**src/rtl/prgbk_pkg.sv**
```systemverilog
package prgbk_pkg;

  localparam int unsigned BANK_W = 7;
  localparam int unsigned PORT_W = 4;
  localparam int unsigned PAGE_W = 3;

  // One slot: chip choice in the top bit, bank number below it
  typedef struct packed {
    logic                use_ram;
    logic [BANK_W-1:0]   bank;
  } slot_t;

  localparam slot_t SLOT_CLEAR    = '{use_ram: 1'b0, bank: '0};
  localparam slot_t SLOT_LAST_ROM = '{use_ram: 1'b0, bank: {BANK_W{1'b1}}};

endpackage

```
**src/rtl/prgbk_m2_watch.sv**
```systemverilog
module prgbk_m2_watch #(
  parameter int unsigned TIMEOUT     = 64,
  parameter int unsigned SYNC_STAGES = 2
) (
  input  logic clk,
  input  logic rst,
  input  logic m2,
  output logic lost
);

  localparam int unsigned CNT_W = $clog2(TIMEOUT + 1);
  localparam logic [CNT_W-1:0] CNT_LIMIT = CNT_W'(TIMEOUT);

  // Synchronizer chain plus one extra stage for edge detection
  logic [SYNC_STAGES:0] sync_q;
  logic                 m2_edge;
  logic [CNT_W-1:0]     quiet_cnt;

  always_ff @(posedge clk) begin
    if (rst) begin
      sync_q <= '0;
    end else begin
      sync_q <= {sync_q[SYNC_STAGES-1:0], m2};
    end
  end

  assign m2_edge = sync_q[SYNC_STAGES] ^ sync_q[SYNC_STAGES-1];

  // Clocks since the last observed M2 edge, saturating at the limit
  always_ff @(posedge clk) begin
    if (rst) begin
      quiet_cnt <= '0;
    end else if (m2_edge) begin
      quiet_cnt <= '0;
    end else if (quiet_cnt != CNT_LIMIT) begin
      quiet_cnt <= quiet_cnt + 1'b1;
    end
  end

  assign lost = (quiet_cnt == CNT_LIMIT);

endmodule

```
**src/rtl/prgbk_slot_file.sv**
```systemverilog
module prgbk_slot_file
  import prgbk_pkg::*;
#(
  parameter int unsigned SLOTS     = 5,
  parameter int unsigned BASE_PORT = 6,
  parameter int unsigned PORT_STEP = 2
) (
  input  logic                  clk,
  input  logic                  rst,
  input  logic                  wr_en,
  input  logic [PORT_W-1:0]     wr_port,
  input  slot_t                 wr_value,
  input  logic                  force_top,
  output slot_t [SLOTS-1:0]     slots_q
);

  localparam int unsigned TOP = SLOTS - 1;

  for (genvar i = 0; i < SLOTS; i++) begin : g_slot
    localparam logic [PORT_W-1:0] MY_PORT = PORT_W'(BASE_PORT + PORT_STEP * i);
    logic hit;
    assign hit = wr_en && (wr_port == MY_PORT);

    if (i == TOP) begin : g_top
      // Fallback outranks software writes
      always_ff @(posedge clk) begin
        if (rst) begin
          slots_q[i] <= SLOT_LAST_ROM;
        end else if (force_top) begin
          slots_q[i] <= SLOT_LAST_ROM;
        end else if (hit) begin
          slots_q[i] <= wr_value;
        end
      end
    end else begin : g_plain
      always_ff @(posedge clk) begin
        if (rst) begin
          slots_q[i] <= SLOT_CLEAR;
        end else if (hit) begin
          slots_q[i] <= wr_value;
        end
      end
    end
  end

endmodule

```
**src/rtl/prgbk_addr_map.sv**
```systemverilog
module prgbk_addr_map
  import prgbk_pkg::*;
#(
  parameter int unsigned SLOTS      = 5,
  parameter int unsigned FIRST_PAGE = 3
) (
  input  logic                  clk,
  input  logic                  rst,
  input  logic [PAGE_W-1:0]     page,
  input  slot_t [SLOTS-1:0]     slots,
  output logic [BANK_W-1:0]     prg_bank,
  output logic                  rom_cs,
  output logic                  ram_cs
);

  slot_t pick;
  logic  in_window;

  always_comb begin
    pick      = SLOT_CLEAR;
    in_window = 1'b0;
    for (int i = 0; i < SLOTS; i++) begin
      if (page == PAGE_W'(FIRST_PAGE + i)) begin
        pick      = slots[i];
        in_window = 1'b1;
      end
    end
  end

  always_ff @(posedge clk) begin
    if (rst) begin
      prg_bank <= '0;
      rom_cs   <= 1'b0;
      ram_cs   <= 1'b0;
    end else begin
      prg_bank <= in_window ? pick.bank : '0;
      rom_cs   <= in_window && !pick.use_ram;
      ram_cs   <= in_window &&  pick.use_ram;
    end
  end

endmodule

```
**src/rtl/prg_bank_file.sv**
```systemverilog
module prg_bank_file
  import prgbk_pkg::*;
#(
  parameter int unsigned SLOT_COUNT  = 5,
  parameter int unsigned M2_TIMEOUT  = 64,
  parameter int unsigned SYNC_STAGES = 2
) (
  input  logic                 clk,
  input  logic                 rst,
  input  logic                 m2,
  input  logic [PAGE_W-1:0]    cpu_a_hi,
  input  logic                 wr_en,
  input  logic [PORT_W-1:0]    wr_port,
  input  logic [BANK_W:0]      wr_data,
  output logic [BANK_W-1:0]    prg_bank,
  output logic                 rom_cs,
  output logic                 ram_cs
);

  localparam int unsigned FIRST_PAGE = (1 << PAGE_W) - SLOT_COUNT;

  slot_t [SLOT_COUNT-1:0] slots_q;
  logic                   m2_lost;

  prgbk_m2_watch #(
    .TIMEOUT     (M2_TIMEOUT),
    .SYNC_STAGES (SYNC_STAGES)
  ) u_watch (
    .clk  (clk),
    .rst  (rst),
    .m2   (m2),
    .lost (m2_lost)
  );

  prgbk_slot_file #(
    .SLOTS     (SLOT_COUNT),
    .BASE_PORT (6),
    .PORT_STEP (2)
  ) u_slots (
    .clk       (clk),
    .rst       (rst),
    .wr_en     (wr_en),
    .wr_port   (wr_port),
    .wr_value  (slot_t'(wr_data)),
    .force_top (m2_lost),
    .slots_q   (slots_q)
  );

  prgbk_addr_map #(
    .SLOTS      (SLOT_COUNT),
    .FIRST_PAGE (FIRST_PAGE)
  ) u_map (
    .clk      (clk),
    .rst      (rst),
    .page     (cpu_a_hi),
    .slots    (slots_q),
    .prg_bank (prg_bank),
    .rom_cs   (rom_cs),
    .ram_cs   (ram_cs)
  );

endmodule

```
**config.mk**
```make
export PLATFORM = sky130hd
export DESIGN_NAME = prg_bank_file
export DESIGN_NICKNAME = d
export VERILOG_FILES = /design/src/rtl/prgbk_pkg.sv /design/src/rtl/prgbk_m2_watch.sv /design/src/rtl/prgbk_slot_file.sv /design/src/rtl/prgbk_addr_map.sv /design/src/rtl/prg_bank_file.sv
export SDC_FILE = /design/constraint.sdc
export NUM_CORES = 1
export LEC_CHECK = 0
export BUFFER_PORTS_ARGS = -buffer_cell sky130_fd_sc_hd__buf_2
export CORE_MARGIN = 5
export CORE_UTILIZATION = 34
export DETAILED_ROUTE_END_ITERATION = 12
export GPL_ROUTABILITY_DRIVEN = 0
export PLACE_DENSITY_LB_ADDON = 0.2
export SLEW_MARGIN = 20
export SYNTH_ARGS = -nofsm -noshare
export SYNTH_HDL_FRONTEND = slang
export SYNTH_HIERARCHICAL = 1
export SYNTH_SLANG_ARGS = --single-unit
```
**constraint.sdc**
```tcl
create_clock -name clk -period 3.8 [get_ports clk]
set_input_delay 0.19 -clock clk [delete_from_list [all_inputs] [get_ports clk]]
set_output_delay 0.19 -clock clk [all_outputs]
set_load 0.05 [all_outputs]
```
# == Word-level counts from Yosys, hierarchy flattened ==
# Cells that the tools add are included.
# word_totals
regBits,59
latchBits,0
ram_bits,0
mem_bits_ro,0
output_inout_bits,9
mem_count,0
# op_classes
add_sub_neg,1
mul,0
div,0
order_cmp,0
n_eq_ne,12
shift,0
muxes,10
bitwise,2
n_reduce_logical,11
# op_table
cell,n
2-to-1 mux 8 bit,5
== test 4 bit (second input constant),4
== test 3 bit (second input constant),4
adder 7 x 1 -> 7 bit (second input constant),1
== test 7 bit (second input constant),1
logical AND 1 bit,7
inequality test 7 bit (second input constant),1
OR reduction 2 bit,3
2-to-1 mux 1 bit,5
== test 4 x 3 -> 1 bit (second input constant),1
== test 3 x 2 -> 1 bit (second input constant),1
zero test 1 bit,1
inverter 1 bit,1
bitwise XOR 1 bit,1

# == Longest topological paths before layout ==
# Gate-level depths: netlist of run 1.
# depth
word_depth,8
depth_mapped,6
depth_no_buf,6

# == By module ==
# Netlist of run 1, hierarchy kept.
# by_module_without_submodules
mod,n_inst,cells_each,area_each_um2,seq_area_each_um2
prgbk_slot_file,1,165,1626.6,800.8
prgbk_addr_map,1,71,631.9,180.2
prgbk_m2_watch,1,46,420.4,200.2

# == Least setup slack after synthesis of run 1 ==
# Ideal clock, no wire load.
# synth_timing
path_kind,register to register
start,register u_watch.quiet_cnt[5]
end,register u_watch.quiet_cnt[1]
setup_ps,70
t_arrival_ps,1270
slack_ps,2460
path_stages_with_launch,4
path_buffers,0
synth_period_minus_slack_ps,1340
cell_sequence,dfxtp_1 > or4b_4 > or3_1 > a21oi_1
# synth_via
elab_chain_cells,1
# synth_lines
element,line_no,text
"start, declared",prgbk_m2_watch.sv:17,logic [CNT_W-1:0] quiet_cnt;
"start signal, assigned",prgbk_m2_watch.sv:36,quiet_cnt <= quiet_cnt + 1'b1;
inequality test 7 bit,prgbk_m2_watch.sv:35,end else if (quiet_cnt != CNT_LIMIT) begin
# Every way passes these cells.
# A chain may end at the register's enable or synchronous reset.

# == Worst setup path after layout of run 1 ==
# layout_timing
start,register u_watch.quiet_cnt[0]
end,"register, netlist name u_slots/slots_q[39]"
# layout_via
elab_chain_cells,2
# layout_lines
element,line_no,text
== test 7 bit,prgbk_m2_watch.sv:40,assign lost = (quiet_cnt == CNT_LIMIT);
named net m2_lost,prg_bank_file.sv:23,logic m2_lost;
OR reduction 2 bit (no source line),-,
# The timed path passes the listed nets, and every way through them passes these cells.

==> impl_metrics.csv, run 1 <==
group,metric,value,unit
placed_design,dpl.hpwl,4586,um
synth,yosys-top-cells-area,"dfxtp_1, mux2i_1, nand2b_1",
floorplanning,row_count,32,
global_routing,antenna_found_initial,0,
timing,holdWs,0.06805,ns
placed_design,portBuffers,27,
floorplanning,die_y,98.77,um
synth,synth.distinct_cells,40,
pwr,power_density,417.4,mW/mm^2
setup_path,crit_required,4.06,ns
synth,avgSynthCellArea,9.499,sq um
pwr,p_leak,1.203,nW
layout,syn2layout_area_growth,11.63,%
synth,ys_ff_latch,59,
synth,yosysSeqAreaShare,44.09,%
timing,fin_crit,1.593,ns
timing,tightest_slew,0.7643,ns
clocking,cts_made_buffers,9,
synth,synth_top_area_share,44.09,%
synth,yosysWarnings,6,
placed_design,dpl_cell_area,0.002823,sq mm
drt,wl,6387,um
drt,dr.pass1.iters,4,
pwr,p_comb_share,9.2,%
layout,fin_cells,409,
setup_path,worst-endpoint-arrival,1.86,ns
layout,antenna_cells,0,
flow_run,drv_cap,0,
global_routing,grt_usage,14.03,%
timing,rsz0062_at_grt,"no",
clocking,insertion_delay,0.34,ns
layout,final_area,0.002990,sq mm
pwr,swShare,26.39,%
clocking,clk_pin_slew,0.07,ns
global_routing,grt_max_degree,48,
synth,syn-instance-count,282,
drt,vias,2008,
pwr,internal_power,0.9187,mW
timing,tns,0,ns
layout,nets,324,
global_routing,overflow,0,
timing,finalMaxSlewViolations,0,
floorplanning,num_io_pins,28,
floorplanning,start_util,34.85,%
setup_path,critPathLaunchType,"register",
timing,hold_viol_final,0,
setup_path,crit_fanout,8,
synth,synth_area,0.002679,sq mm
floorplanning,dieArea,0.009755,sq mm
setup_path,path_class,"register to register",
synth,synth_commonest_cells,"dfxtp_1, o21ai_0, nand2b_1",
clocking,ctsHoldBuffers,0,
synth,async_flop_share,0,%
clocking,postCtsSetupRepairBufs,0,
pwr,pwr-share-clk,39.6,%
drt,drt_first_iter_violations,124,
global_routing,grt_pass1_vias,2032,
clocking,tritoncts,"done",
clocking,cts_num_sinks,59,
global_routing,grt_first_pass_wirelength,10490,um
drt,via_per_inst,4.910,
drt,drc,0,
clocking,cts-root-buf,"clkbuf_8",
layout,multiInputGateArea,0.001364,sq mm
timing,fmax,0.6279,GHz
synth,yosys.area.top_type,"dfxtp_1",
synth,ys.flop_type,"dfxtp_1",
status,status,"finished clean",
synth,synth_fp_nets,303,
synth,synth_edf_count,0,
clocking,clk_path_buf_depth,2,
layout,n_fill_cell,796,
layout,seqCellArea,0.001181,sq mm
worst_hold_path,min_path_type,"input port to register",
timing,setup_viol,0,
setup_path,regToRegSetupSlack,2.21,ns
synth,yosysMostFrequentCell,"dfxtp_1",
drt,wl_per_cell,15.62,um
pwr,power_switching,0.3294,mW
floorplanning,die_w,98.77,um
clocking,htreeDepth,3,
pwr,ir_drop,0.0001580,V
layout,drive_gt1_share,19.22,%
layout,fin_util,38.90,%
drt,ant_nets,0,
timing,fin_skew,0.009062,ns
setup_path,end_kind,"register",
pwr,seqPwrFrac,51.2,%
timing,post-route-period-util,41.91,%
placed_design,dp_cells,394,
timing,slew_headroom,49.05,%
clocking,cts.repair.resized,0,
floorplanning,core,0.007687,sq mm
power by group through the flow:
stage	Combinational, mW	Clock [mW]	Sequential (mW)
6_report	0.115	0.495	0.639
5_1_grt	0.127	0.541	0.640
4_1_cts	0.115	0.512	0.639
3_5_place_dp	0.115	0	0.653
3_3_place_gp	0.114	0	0.653
2_1_floorplan	0.0755	0	0.660
cells in the final DEF, fill, tap and decap left out, types with 8 or more instances in the layout:
master / n
mux2i_1: 25
nand3_1: 26
o21ai_0: 34
dfxtp_1: 59
buf_2: 27
a21oi_1: 11
nor2_1: 13
clkbuf_8: 10
a22o_1: 8
nand2b_1: 33
per-stage QoR:
stage	power [mW]	worst slack, ns
2_1_floorplan	0.7357	2.460
3_3_place_gp	0.7667	2.280
3_5_place_dp	0.7676	2.237
4_1_cts	1.266	2.218
5_1_grt	1.308	2.059
6_report	1.248	2.207
layer usage:
metal | up-vias | global-route usage [%] | wire length, um
li1 | 1037 | - | -
met1 | 927 | 18.50 | 3158
met4 | 0 | 9.139 | 234
met5 | - | 0 | 0
met3 | 16 | 2.689 | 154
met2 | 28 | 20.82 | 2840
layout make-up:
type,count,share of cell area (%)
Multi-Input combinational cell,202,45.61
Sequential cell,59,39.50
Clock buffer,10,4.603
Timing Repair Buffer,27,4.519
Tap cell,102,4.268
Clock inverter,5,1.004
Inverter,4,0.5021
worst paths after layout:
path                                                         from                          endpoint  cells after the start
worst max-delay path            u_watch/quiet_cnt[0]$_SDFFE_PP0P_  u_slots/slots_q[39]$_SDFFE_PP0P_                      6
worst max register to register  u_watch/quiet_cnt[0]$_SDFFE_PP0P_  u_slots/slots_q[39]$_SDFFE_PP0P_                      6
worst min register to register       u_watch/sync_q[0]$_SDFF_PP0_      u_watch/sync_q[1]$_SDFF_PP0_                      1
worst min-delay path                                           m2      u_watch/sync_q[0]$_SDFF_PP0_                      2
worst max-delay path, cell delays in order (launching register included):
cell and delay [ns]:
dfxtp_1 0.42, inv_1 0.07, ha_1 0.19, nand2b_1 0.17, nor2_1 0.07, nor2_1 0.39
a21boi_0 0.21
registers in the layout, indices dropped and copies added (netlist names):
register	cells
u_map/prg_bank	7
u_slots/slots_q	40
u_watch/quiet_cnt	7
u_watch/sync_q	3
u_map/rom_cs	1
u_map/ram_cs	1
cell families (layout without fill, tap and decap cells):
kind of cell | after synthesis | in the layout | share of synthesized area, %
multiplexers | 25 | 25 | 9.341
AND/OR/NAND/NOR | 99 | 99 | 21.49
adder cells (fa/ha/maj) | 2 | 2 | 0.9340
AO/OA/AOI/OAI | 72 | 72 | 17.84
flip-flops | 59 | 59 | 44.09
buffers and inverters | 21 | 46 | 4.997
XOR/XNOR | 4 | 4 | 1.308
Note: power is estimated with default switching activity, not from simulation.
==> inputs of run 2 (changes only) <==
--- a/config.mk
+++ b/config.mk
@@ -5,6 +5,7 @@
 export SDC_FILE = /design/constraint.sdc
 export NUM_CORES = 1
 export LEC_CHECK = 0
+export ABC_AREA = 1
 export BUFFER_PORTS_ARGS = -buffer_cell sky130_fd_sc_hd__buf_2
 export CORE_MARGIN = 5
 export CORE_UTILIZATION = 34
==> constraint.sdc (replaced) <==
create_clock -name clk -period 1.4 [get_ports clk]
set_input_delay 0.07 -clock clk [delete_from_list [all_inputs] [get_ports clk]]
set_output_delay 0.07 -clock clk [all_outputs]
set_load 0.05 [all_outputs]
==> run 2 against run 1 <==
Against the previous run: clock power increased to 3.5 times the previous value; clock skew down 0.0034 ns; count of clock-buffer cells in the layout increased by 2; synthesized cell count increased by 46%; area after synthesis is 4.0% higher; cell count increased by 38%; critical endpoint is now u_watch/quiet_cnt[1]$_SDFFE_PP0P_.
==> impl_metrics.csv, run 2 <==
group,metric,value,unit
setup_path,cp_num_buf_inv,3,
setup_path,cpPeakStageDelay,0.31,ns
setup_path,worst-endpoint-arrival,1.48,ns
timing,finalMaxSlewViolations,0,
synth,async_flop_share,0,%
global_routing,grt_usage,14.55,%
status,status,"finished clean",
synth,avgSynthCellArea,6.777,sq um
synth,yosysWarnings,6,
worst_hold_path,min_path_type,"input port to register",
placed_design,portBuffers,27,
placed_design,dp_slack,0.05361,ns
synth,yosysSeqAreaShare,42.41,%
global_routing,antenna_found_initial,0,
timing,fin_skew,0.005681,ns
layout,top_register,"u_slots/slots_q",
clocking,cts-root-buf,"clkbuf_8",
setup_path,cp_top_family,"simple AND/OR/NAND/NOR gates",
layout,reg_top3,"u_slots/slots_q: 40 flops, u_map/prg_bank: 7 flops, u_watch/quiet_cnt: 7 flops",
floorplanning,die_y,100.5,um
clocking,cts_num_sinks,59,
synth,synth_fp_nets,432,
floorplanning,die_w,100.5,um
layout,nets,476,
synth,yosysMostFrequentCell,"nand2_1",
setup_path,critPathLaunchType,"register",
layout,syn2layout_area_growth,21.29,%
flow_run,drv_cap,0,
pwr,ir_drop,0.0004903,V
layout,antenna_cells,0,
clocking,clk_path_buf_depth,2,
placed_design,dpl.hpwl,4960,um
floorplanning,num_io_pins,28,
layout,seqCellArea,0.001182,sq mm
layout,drive_gt1_share,16.52,%
layout,layout_commonest_cell,"nand2_1",
layout,largest_reg_flops,40,
global_routing,grt_pass1_vias,2462,
layout,multiInputGateArea,0.001380,sq mm
synth,synth.distinct_cells,27,
timing,hold_viol_final,0,
clocking,htreeDepth,3,
drt,vias,2545,
timing,fmax,0.7946,GHz
setup_path,crit_required,1.63,ns
drt,ant_nets,0,
layout,final_area,0.003378,sq mm
timing,layout_setup_ws,0.1414,ns
timing,setup_viol,0,
clocking,insertion_delay,0.33,ns
synth,ys.flop_type,"dfxtp_1",
clocking,cts_made_buffers,9,
setup_path,end_kind,"register",
synth,syn-instance-count,411,
timing,tightest_slew,0.4357,ns
drt,wl,6897,um
clocking,clk_pin_slew,0.06,ns
global_routing,overflow,0,
drt,wl_per_cell,12.21,um
floorplanning,start_util,34.42,%
placed_design,dpl_cell_area,0.003050,sq mm
layout,n_fill_cell,903,
setup_path,cpMaxStageDelayCell,"dfxtp_1",
synth,synth_commonest_cells,"nand2_1, nor2_1, dfxtp_1",
timing,slew_headroom,70.92,%
setup_path,crit_top_cell,"nand2_1",
clocking,tritoncts,"done",
synth,synth_top_area_share,42.41,%
pwr,totalPowerFinal,3.915,mW
layout,fin_cells,565,
layout,layout_common_cells,"nand2_1, nor2_1, dfxtp_1, inv_1, nand3_1",
placed_design,dp_cells,542,
timing,fin_crit,1.259,ns
global_routing,grt_max_degree,33,
pwr,p_leak,1.570,nW
timing,tns,0,ns
timing,post-route-period-util,89.90,%
synth,yosys-top-cells-area,"dfxtp_1, nand2_1, nor2_1",
drt,dr.pass1.iters,4,
drt,drt_first_iter_violations,102,
pwr,power_density,1159,mW/mm^2
timing,rsz0062_at_grt,"no",
setup_path,path_cells,"inv_2 -> ha_4 -> inv_1 -> nor2_2 -> nand2_2 -> nor2_4 -> buf_6 -> nand2_1 -> nand2_1 -> nor2_1",
drt,drc,0,
floorplanning,row_count,33,
setup_path,path_class,"register to register",
synth,ys_ff_latch,59,
synth,yosys.area.top_type,"dfxtp_1",
drt,via_per_inst,4.504,
global_routing,grt_first_pass_wirelength,11440,um
floorplanning,core,0.008093,sq mm
synth,synth_edf_count,0,
synth,synth_area,0.002785,sq mm
floorplanning,dieArea,0.01010,sq mm
setup_path,crit_fanout,3,
## run 2: repair_timing
action / CTS / global route
gates resized for setup: 0 / 10
setup buffers: 0 / 1
endpoints found under the setup margin: 0 / 9
hold buffers: 6 / 1
endpoints found under the hold margin: 8 / 1
## run 2: per-layer routing
metal | up-vias | global-route usage, % | share of wire, %
met5 | - | 0 | 0
met4 | 0 | 4.041 | 1.1
met3 | 6 | 4.498 | 4.4
met2 | 43 | 24.67 | 48
met1 | 1130 | 17.79 | 46
li1 | 1366 | - | -
## run 2: path summary, 6_finish.rpt
path | from | to | slack [ns] | depth (start not counted)
setup reg to reg | u_watch/quiet_cnt[0]$_SDFFE_PP0P_ | u_watch/quiet_cnt[1]$_SDFFE_PP0P_ | 0.14 | 10
setup / recovery | u_watch/quiet_cnt[0]$_SDFFE_PP0P_ | u_watch/quiet_cnt[1]$_SDFFE_PP0P_ | 0.14 | 10
hold / removal | wr_data[3] | u_slots/slots_q[35]$_SDFFE_PP1P_ | 0.03 | 3
hold reg to reg | u_watch/sync_q[0]$_SDFF_PP0_ | u_watch/sync_q[1]$_SDFF_PP0_ | 0.41 | 2
## run 2: worst min-delay path: stages
cell and delay (ns):
buf_2 0.13, nand2_1 0.06, nand3_1 0.07
## run 2: final cells by class
| type | count | share of cell area (%) |
|---|---|---|
| Tap cell | 105 | 3.889 |
| Clock inverter | 4 | 2.148 |
| Clock buffer | 12 | 4.593 |
| Timing Repair Buffer | 46 | 8.852 |
| Sequential cell | 59 | 35.00 |
| Inverter | 42 | 4.667 |
| Multi-Input combinational cell | 297 | 40.85 |
## run 2: kinds of logic after synthesis
group           after synthesis  synth area share (%)
flops                        59                 42.41
buf+inv                      55                 8.939
compound gates               15                 3.324
fa+ha+maj                     2                0.8983
xor+xnor                      2                0.6290
simple gates                278                 43.80
## run 2: report_power, final
group / total (mW) / switching, mW / internal [mW]
clock: 1.75 / 0.652 / 1.10
combinational: 0.419 / 0.274 / 0.146
sequential: 1.75 / 0.0223 / 1.72
total: 3.92 / 0.948 / 2.97
## run 2: per-stage QoR
step / util, % / hold slack (ns)
3_5_place_dp: 37.69 / 0.2954
4_1_cts: 41.25 / 0.001272
2_1_floorplan: - / 0.1412
3_3_place_gp: 37.69 / 0.2774
6_report: 41.74 / 0.03021
5_1_grt: 41.74 / 0.03223
